==> config.mk <==
export PLATFORM = sky130hd
export DESIGN_NAME = spi_port
export DESIGN_NICKNAME = d
export VERILOG_FILES = /design/src/rtl/spi_pkg.sv /design/src/rtl/spi_sckgen.sv /design/src/rtl/spi_shifter.sv /design/src/rtl/spi_flags.sv /design/src/rtl/spi_port.sv
export SDC_FILE = /design/constraint.sdc
export NUM_CORES = 1
export LEC_CHECK = 0
export ABC_AREA = 1
export BUFFER_PORTS_ARGS = -buffer_cell sky130_fd_sc_hd__buf_2
export CAP_MARGIN = 20
export CORE_ASPECT_RATIO = 0.5
export CORE_MARGIN = 2
export CORE_UTILIZATION = 50
export CTS_BUF_LIST = sky130_fd_sc_hd__clkbuf_2
export DETAILED_ROUTE_END_ITERATION = 7
export HOLD_SLACK_MARGIN = 0.06
export PLACE_DENSITY = 0.76
export SKIP_CTS_REPAIR_TIMING = 1
export SLEW_MARGIN = 40
export SYNTH_ARGS = -nofsm -noshare
export SYNTH_HDL_FRONTEND = slang
export SYNTH_SLANG_ARGS = --single-unit
==> constraint.sdc <==
create_clock -name clk -period 2 [get_ports clk]
set_input_delay 0.2 -clock clk [delete_from_list [all_inputs] [get_ports clk]]
set_output_delay 0.2 -clock clk [all_outputs]
set_load 0.03 [all_outputs]
==> src/rtl/spi_pkg.sv <==
package spi_pkg;
  // per-cycle commands from the top-level sequencing to the shift datapath
  typedef struct packed {
    logic load;    // copy the written byte into the shift register
    logic start;   // begin a driving-role exchange
    logic sample;  // capture the incoming bit
    logic shift;   // advance to the next bit
    logic abort;   // drop any exchange in progress
  } shctl_t;
endpackage

==> src/rtl/spi_sckgen.sv <==
module spi_sckgen #(
  parameter int DIVW = 4
) (
  input  logic            clk,
  input  logic            rst_n,
  input  logic            run,
  input  logic [DIVW-1:0] div,
  output logic            sck,
  output logic            rise,
  output logic            fall
);
  logic [DIVW-1:0] cnt_q, cnt_d;
  logic            sck_q, sck_d;
  logic            tick;

  always_comb begin
    cnt_d = cnt_q;
    sck_d = sck_q;
    tick  = 1'b0;
    if (!run) begin
      cnt_d = '0;
      sck_d = 1'b0;
    end else if (cnt_q == div) begin
      tick  = 1'b1;
      cnt_d = '0;
      sck_d = ~sck_q;
    end else begin
      cnt_d = cnt_q + DIVW'(1);
    end
  end

  always_ff @(posedge clk or negedge rst_n) begin
    if (!rst_n) begin
      cnt_q <= '0;
      sck_q <= 1'b0;
    end else begin
      cnt_q <= cnt_d;
      sck_q <= sck_d;
    end
  end

  assign sck  = sck_q;
  assign rise = tick & ~sck_q;
  assign fall = tick & sck_q;

  // the clock only rises while the generator was commanded to run
  a_r2_rise_needs_run: assert property (@(posedge clk) disable iff (!rst_n)
    $rose(sck_q) |-> $past(run));
endmodule

==> src/rtl/spi_shifter.sv <==
module spi_shifter import spi_pkg::*; #(
  parameter int DW = 8
) (
  input  logic          clk,
  input  logic          rst_n,
  input  shctl_t        ctl,
  input  logic [DW-1:0] ldata,
  input  logic          lsb_first,
  input  logic          sin,
  output logic          sout,
  output logic          act,
  output logic          done,
  output logic [DW-1:0] sreg,
  output logic [DW-1:0] rnext
);
  localparam int CW = (DW > 1) ? $clog2(DW) : 1;

  logic [DW-1:0] sr_q, sr_d;
  logic [CW-1:0] cnt_q, cnt_d;
  logic          samp_q, samp_d;
  logic          act_q, act_d;

  always_comb begin
    rnext = lsb_first ? {samp_q, sr_q[DW-1:1]} : {sr_q[DW-2:0], samp_q};
    done  = ctl.shift && act_q && !ctl.abort && (cnt_q == CW'(DW-1));
    sr_d   = sr_q;
    cnt_d  = cnt_q;
    samp_d = samp_q;
    act_d  = act_q;
    if (ctl.load) sr_d = ldata;
    if (ctl.abort) begin
      act_d = 1'b0;
      cnt_d = '0;
    end else begin
      if (ctl.start) begin
        act_d = 1'b1;
        cnt_d = '0;
      end
      if (ctl.sample) begin
        samp_d = sin;
        act_d  = 1'b1;
      end
      if (ctl.shift && act_q) begin
        sr_d  = rnext;
        cnt_d = done ? '0 : cnt_q + CW'(1);
        if (done) act_d = 1'b0;
      end
    end
  end

  always_ff @(posedge clk or negedge rst_n) begin
    if (!rst_n) begin
      sr_q   <= '0;
      cnt_q  <= '0;
      samp_q <= 1'b0;
      act_q  <= 1'b0;
    end else begin
      sr_q   <= sr_d;
      cnt_q  <= cnt_d;
      samp_q <= samp_d;
      act_q  <= act_d;
    end
  end

  assign sout = lsb_first ? sr_q[0] : sr_q[DW-1];
  assign act  = act_q;
  assign sreg = sr_q;

  // completion always ends the busy state on the next edge
  a_r4_done_ends_busy: assert property (@(posedge clk) disable iff (!rst_n)
    done |=> !act_q);
endmodule

==> src/rtl/spi_flags.sv <==
module spi_flags (
  input  logic clk,
  input  logic rst_n,
  input  logic set_done,
  input  logic set_wcol,
  input  logic stat_rd,
  input  logic dat_acc,
  output logic done,
  output logic wcol
);
  logic done_q, done_d, wcol_q, wcol_d;
  logic arm_done_q, arm_done_d, arm_wcol_q, arm_wcol_d;

  always_comb begin
    arm_done_d = arm_done_q;
    arm_wcol_d = arm_wcol_q;
    if (dat_acc) begin
      arm_done_d = 1'b0;
      arm_wcol_d = 1'b0;
    end else if (stat_rd) begin
      arm_done_d = done_q;
      arm_wcol_d = wcol_q;
    end
    done_d = set_done | (done_q & ~(dat_acc & arm_done_q));
    wcol_d = set_wcol | (wcol_q & ~(dat_acc & arm_wcol_q));
  end

  always_ff @(posedge clk or negedge rst_n) begin
    if (!rst_n) begin
      done_q     <= 1'b0;
      wcol_q     <= 1'b0;
      arm_done_q <= 1'b0;
      arm_wcol_q <= 1'b0;
    end else begin
      done_q     <= done_d;
      wcol_q     <= wcol_d;
      arm_done_q <= arm_done_d;
      arm_wcol_q <= arm_wcol_d;
    end
  end

  assign done = done_q;
  assign wcol = wcol_q;

  // flags only fall on a data access
  a_r7_done_clear_on_access: assert property (@(posedge clk) disable iff (!rst_n)
    $fell(done_q) |-> $past(dat_acc));
  a_r7_wcol_clear_on_access: assert property (@(posedge clk) disable iff (!rst_n)
    $fell(wcol_q) |-> $past(dat_acc));
endmodule

==> src/rtl/spi_port.sv <==
module spi_port import spi_pkg::*; #(
  parameter int DW   = 8,
  parameter int DIVW = 4
) (
  input  logic            clk,
  input  logic            rst_n,
  input  logic            en,
  input  logic            mstr_set,
  input  logic            lsb_first,
  input  logic [DIVW-1:0] div_sel,
  input  logic            dat_wr,
  input  logic [DW-1:0]   dat_wdata,
  input  logic            dat_rd,
  input  logic            stat_rd,
  input  logic            ss_n_i,
  input  logic            sck_i,
  input  logic            mosi_i,
  input  logic            miso_i,
  output logic            sck_o,
  output logic            mosi_o,
  output logic            miso_o,
  output logic            mstr,
  output logic            busy,
  output logic            done_flag,
  output logic            wcol_flag,
  output logic [DW-1:0]   rx_data
);
  logic [1:0]    rsync_q;
  logic          rst_q;
  logic [1:0]    ss_q;
  logic [2:0]    sckin_q;
  logic          mstr_q, mstr_d;
  logic [DW-1:0] rx_q, rx_d;
  logic          fault, sel, s_rise, s_fall, run;
  logic          m_rise, m_fall, gen_sck;
  logic          act, done_p, sout;
  logic [DW-1:0] sreg, rnext;
  shctl_t        ctl;

  // asynchronous assertion, synchronous release
  always_ff @(posedge clk or negedge rst_n) begin
    if (!rst_n) rsync_q <= 2'b00;
    else        rsync_q <= {rsync_q[0], 1'b1};
  end
  assign rst_q = rsync_q[1];

  always_ff @(posedge clk or negedge rst_q) begin
    if (!rst_q) begin
      ss_q    <= 2'b11;
      sckin_q <= 3'b000;
    end else begin
      ss_q    <= {ss_q[0], ss_n_i};
      sckin_q <= {sckin_q[1:0], sck_i};
    end
  end

  always_comb begin
    fault     = en && mstr_q && !ss_q[1];
    sel       = en && !mstr_q && !ss_q[1];
    s_rise    = sckin_q[1] & ~sckin_q[2];
    s_fall    = ~sckin_q[1] & sckin_q[2];
    run       = en && mstr_q && act && !fault;
    ctl.load  = dat_wr && en && !act;
    ctl.start = ctl.load && mstr_q && !fault;
    ctl.abort = fault || !en || (!mstr_q && ss_q[1]);
    ctl.sample = mstr_q ? m_rise : (sel && s_rise);
    ctl.shift  = mstr_q ? m_fall : (sel && s_fall);
    mstr_d = mstr_q;
    if (mstr_set) mstr_d = 1'b1;
    if (fault)    mstr_d = 1'b0;
    rx_d = done_p ? rnext : rx_q;
  end

  always_ff @(posedge clk or negedge rst_q) begin
    if (!rst_q) begin
      mstr_q <= 1'b0;
      rx_q   <= '0;
    end else begin
      mstr_q <= mstr_d;
      rx_q   <= rx_d;
    end
  end

  spi_sckgen #(.DIVW(DIVW)) u_sckgen (
    .clk(clk), .rst_n(rst_q), .run(run), .div(div_sel),
    .sck(gen_sck), .rise(m_rise), .fall(m_fall)
  );

  spi_shifter #(.DW(DW)) u_shift (
    .clk(clk), .rst_n(rst_q), .ctl(ctl), .ldata(dat_wdata),
    .lsb_first(lsb_first), .sin(mstr_q ? miso_i : mosi_i),
    .sout(sout), .act(act), .done(done_p), .sreg(sreg), .rnext(rnext)
  );

  spi_flags u_flags (
    .clk(clk), .rst_n(rst_q), .set_done(done_p | fault),
    .set_wcol(dat_wr && en && act), .stat_rd(stat_rd),
    .dat_acc(dat_wr | dat_rd), .done(done_flag), .wcol(wcol_flag)
  );

  assign sck_o   = gen_sck;
  assign mosi_o  = mstr_q ? sout : 1'b0;
  assign miso_o  = sel ? sout : 1'b0;
  assign mstr    = mstr_q;
  assign busy    = act;
  assign rx_data = rx_q;

  // no generated clock outside the driving role
  a_r2_no_sck_unless_master: assert property (@(posedge clk) disable iff (!rst_q)
    !mstr_q |-> !sck_o);
  // a colliding write leaves the shift register alone
  a_r6_collide_keeps_byte: assert property (@(posedge clk) disable iff (!rst_q)
    (dat_wr && act && !ctl.shift) |=> $stable(sreg));
  // losing the role raises the done flag and stops the exchange
  a_r8_fault_sets_done: assert property (@(posedge clk) disable iff (!rst_q)
    $fell(mstr_q) |-> (done_flag && !act));
endmodule

==> results.md <==
- CTS built an H-tree with a depth of 2.
- The commonest cells after synthesis are sky130_fd_sc_hd__nand2_1 (86), sky130_fd_sc_hd__dfrtp_1 (36), sky130_fd_sc_hd__inv_1 (19), sky130_fd_sc_hd__nand3_1 (19), sky130_fd_sc_hd__nor2_1 (12).
- By area the synthesized netlist is led by sky130_fd_sc_hd__dfrtp_1 (48%), sky130_fd_sc_hd__nand2_1 (17%), sky130_fd_sc_hd__nand3_1 (5.1%), sky130_fd_sc_hd__mux2_2 (4.8%), sky130_fd_sc_hd__inv_1 (3.8%).
- The number of vias after detailed routing is 1,633.
- The top cell type by area accounts for 47.9% of the synthesized area.
- The initial antenna violation count is 0.
- The synthesis-to-layout area growth is 18.2%.
- After synthesis the cells add up to 1880 um2.
- The weighted congestion at the end of routability-driven global placement is about 0.8.
- The placeable core area is between 3000 and 4000 um2.
- STA puts the critical path data arrival time at 1.57 ns.
- The routed via count divided by cell count is 5.02.
- For this run, design rule violations remaining after detail routing come to 0.
- Summed over all layers, the global routing overflow is 0.
- Once the floorplan was initialized, standard cells occupied a little over half of the core.
- The required arrival time at the worst endpoint is between 1.5 and 2 ns.
- Summed over all cells, the static leakage comes to approximately 0.0012 uW.
- The via count of the first global-routing pass is between 1,000 and 1,500.
- The maximum number of pins on one net before global-route repair is 29.
- The detailed placer's ending HPWL is 2.92 mm.
- The post-detailed-routing wire length is 3.96 mm.
- The die height is 47.4 um.
- The first global-routing pass estimated 6.56 mm of wire.
- Of the available clock period, the critical path in the final layout requires 88.3%.
- The worst setup path is captured at a primary output.
- The final worst-path setup slack is 0.234 ns.
- The clock tree from TritonCTS is done.
- The total nets after synthesis is 252.
- Counting every instance in the synthesized netlist gives 225.
- The mean instance size in the synthesized netlist is ~8.4 um2.
- Clock skew on the completed layout was measured at 0.0230 ns.
- Measured along the x axis, the die boundary spans just over 90 um.
- The cell type contributing the most total cell area after synthesis is sky130_fd_sc_hd__dfrtp_1.
- The proportion of layout cells with a drive suffix above 1 is around a quarter.
- The number of enable-type register cells in the synthesized netlist is 0.
- The maximum fanout along the worst path is 8.
- The number of distinct standard cells referenced by the synthesized netlist is 29.
- By instance count, the leading cell after synthesis is sky130_fd_sc_hd__nand2_1.
- The run finished with clean final reports.
- The share of synthesized flip-flops with an asynchronous set or reset is between 90% and 100%.
- The highest clock frequency the design can meet is roughly 570 MHz.
- The Yosys warning count is 0.
- The final number of setup-violating endpoints is 0.
- The number of violations reported at the end of detailed-routing iteration 0 is between 90 and 100.
- The worst path in the final design needs a cycle of ~1.8 ns, including I/O delays and setup.
- The smallest hold slack is roughly 0.095 ns.
- The reported max-cap violation count is 0.
- Setup repair after global routing left no endpoint under its margin.
- The number of antenna-violating nets in the routed design is 0.
- Synthesis inferred 38 register bits.
- The die footprint is 4300 um2.
- Summed over all failing endpoints, the final setup total negative slack is 0 ns.
- The number of pins exceeding their max-slew limit in the final report is 0.
- The share of synthesized area occupied by flip-flops and latches is a little over 50%.
- The placement row count is 15.
- No sink is reached through more buffers than the 2 on the longest clock path.
- During placement, the flow inserted port buffers numbering 38.
- The worst-case IR drop observed on VDD is 0.000432 V.
- At the end of the flow, the number of nets in the layout was 300.
- In this run the power density over the cells is 802 nW/um2.
- The number of buffers created by CTS is 5.
- The min-delay analysis places its worst path in the category in -> async.
- Prior to clock tree synthesis, the placed netlist has a worst setup slack of 0.323 ns.
- The first TritonRoute pass finished after 4 iterations.
- The overall global routing resource usage is roughly a fifth.
- Among all flip-flop cells after synthesis, the most frequent one is sky130_fd_sc_hd__dfrtp_1.
- The post-CTS clock slew at the launch and capture registers of the worst setup and hold paths is approximately 0.18 ns.
- Counting tap cells, the placed design contains a total of 310 instances.
- The worst setup path is launched from a flop.
- For the worst-skew pair, the clock arrives at the later sink with an insertion delay of 0.40 ns.
- Clock tree synthesis selected as its root buffer the cell sky130_fd_sc_hd__clkbuf_2.
- The number of sinks driven by the clock tree is 38.
- The post-layout instance count excluding filler cells is 325.
- The number of top-level pins is 39.
- The final routed wire length divided by cell count is 12.2 um.
- The total count of hold-check failures in the final report came to 0.
- The kind of critical path is reg -> out.
- The number of antenna diodes is 0.
registers in the layout, summed over array words and instances, names as in the netlist:
name,flops
mstr,1
rsync_q,2
rx_data,8
sckin_q,3
ss_q,2
u_flags.arm_done_q,1
u_flags.arm_wcol_q,1
u_flags.done,1
u_flags.wcol,1
u_sckgen.cnt_q,4
u_sckgen.sck,1
u_shift.act,1
u_shift.cnt_q,3
u_shift.samp_q,1
u_shift.sreg,8
where the power goes:
part | internal, uW | total [uW] | leakage, uW | switching, uW
Clock | 103 | 347 | 0.0000332 | 244
Combinational | 180 | 490 | 0.000703 | 310
Sequential | 868 | 946 | 0.000485 | 78.2
Total | 1150 | 1780 | 0.00122 | 632
cell families after synthesis:
| logic type | after synthesis | synth area share, % |
|---|---|---|
| simple gates | 134 | 31.3 |
| flops | 38 | 50.7 |
| buf+inv | 27 | 6.32 |
| compound gates | 12 | 3.79 |
| mux | 8 | 4.79 |
| fa+ha+maj | 3 | 2.00 |
| xor+xnor | 2 | 0.932 |
| other cells | 1 | 0.199 |
critical path, stage by stage, from the launching register on:
cell and delay (ns):
sky130_fd_sc_hd__dfrtp_1 0.49, sky130_fd_sc_hd__inv_1 0.24, sky130_fd_sc_hd__nand2_1 0.14, sky130_fd_sc_hd__nor2_1 0.11, sky130_fd_sc_hd__buf_2 0.20
layout make-up:
| type | instances | area [um2] |
|---|---|---|
| fill | 326 | 1290 |
| multi-input combinational | 160 | 808 |
| tap | 51 | 63.8 |
| timing repair buffer | 48 | 283 |
| clock buffer | 8 | 40.0 |
| inverter | 20 | 75.1 |
| sequential | 38 | 953 |
stage by stage:
stage	total power, uW	utilization [%]	instance area, um2
3_3_place_gp	1420	60.2	2110
3_5_place_dp	1440	60.2	2110
5_1_grt	1900	63.4	2220
6_report	1780	63.4	2220
4_1_cts	1780	61.4	2150
2_1_floorplan	1300	-	1880
worst paths after layout:
kind | start | end | slack, ns | cells past startpoint
worst max register to register | ss_q[1] | u_shift.sreg[2] | 0.28 | 7
worst min-delay path | rst_n | rsync_q[0] | 0.1 | 2
min in group clk | dat_wr | u_flags.wcol | 0.10 | 2
max in group asynchronous | rsync_q[1] | ss_q[1] | 1.15 | 1
worst max-delay path | mstr | miso_o | 0.23 | 4
worst min register to register | rsync_q[1] | rx_data[4] | 0.15 | 0
placed cells by master, fill, tap and decap left out, types with 2 or more instances in the layout:
| master | count |
|---|---|
| sky130_fd_sc_hd__buf_2 | 38 |
| sky130_fd_sc_hd__buf_4 | 3 |
| sky130_fd_sc_hd__clkbuf_2 | 8 |
| sky130_fd_sc_hd__dfrtp_1 | 36 |
| sky130_fd_sc_hd__dfstp_2 | 2 |
| sky130_fd_sc_hd__dlygate4sd3_1 | 7 |
| sky130_fd_sc_hd__ha_1 | 3 |
| sky130_fd_sc_hd__inv_1 | 19 |
| sky130_fd_sc_hd__mux2_2 | 8 |
| sky130_fd_sc_hd__nand2_1 | 86 |
| sky130_fd_sc_hd__nand3_1 | 19 |
| sky130_fd_sc_hd__nand4_1 | 11 |
| sky130_fd_sc_hd__nor2_1 | 12 |
| sky130_fd_sc_hd__o21ai_0 | 8 |
per-layer routing:
layer  wire length (um)  GRT usage [%]  vias up  share of wire (%)
met3                197           5.30       11                5.0
met5                  0              0        -                  0
met1               1790           25.5      762                 45
met2               1880           34.0       42                 47
li1                   -              -      818                  -
met4                 88           11.1        0                2.2
Note: power is estimated with default switching activity, not from simulation.
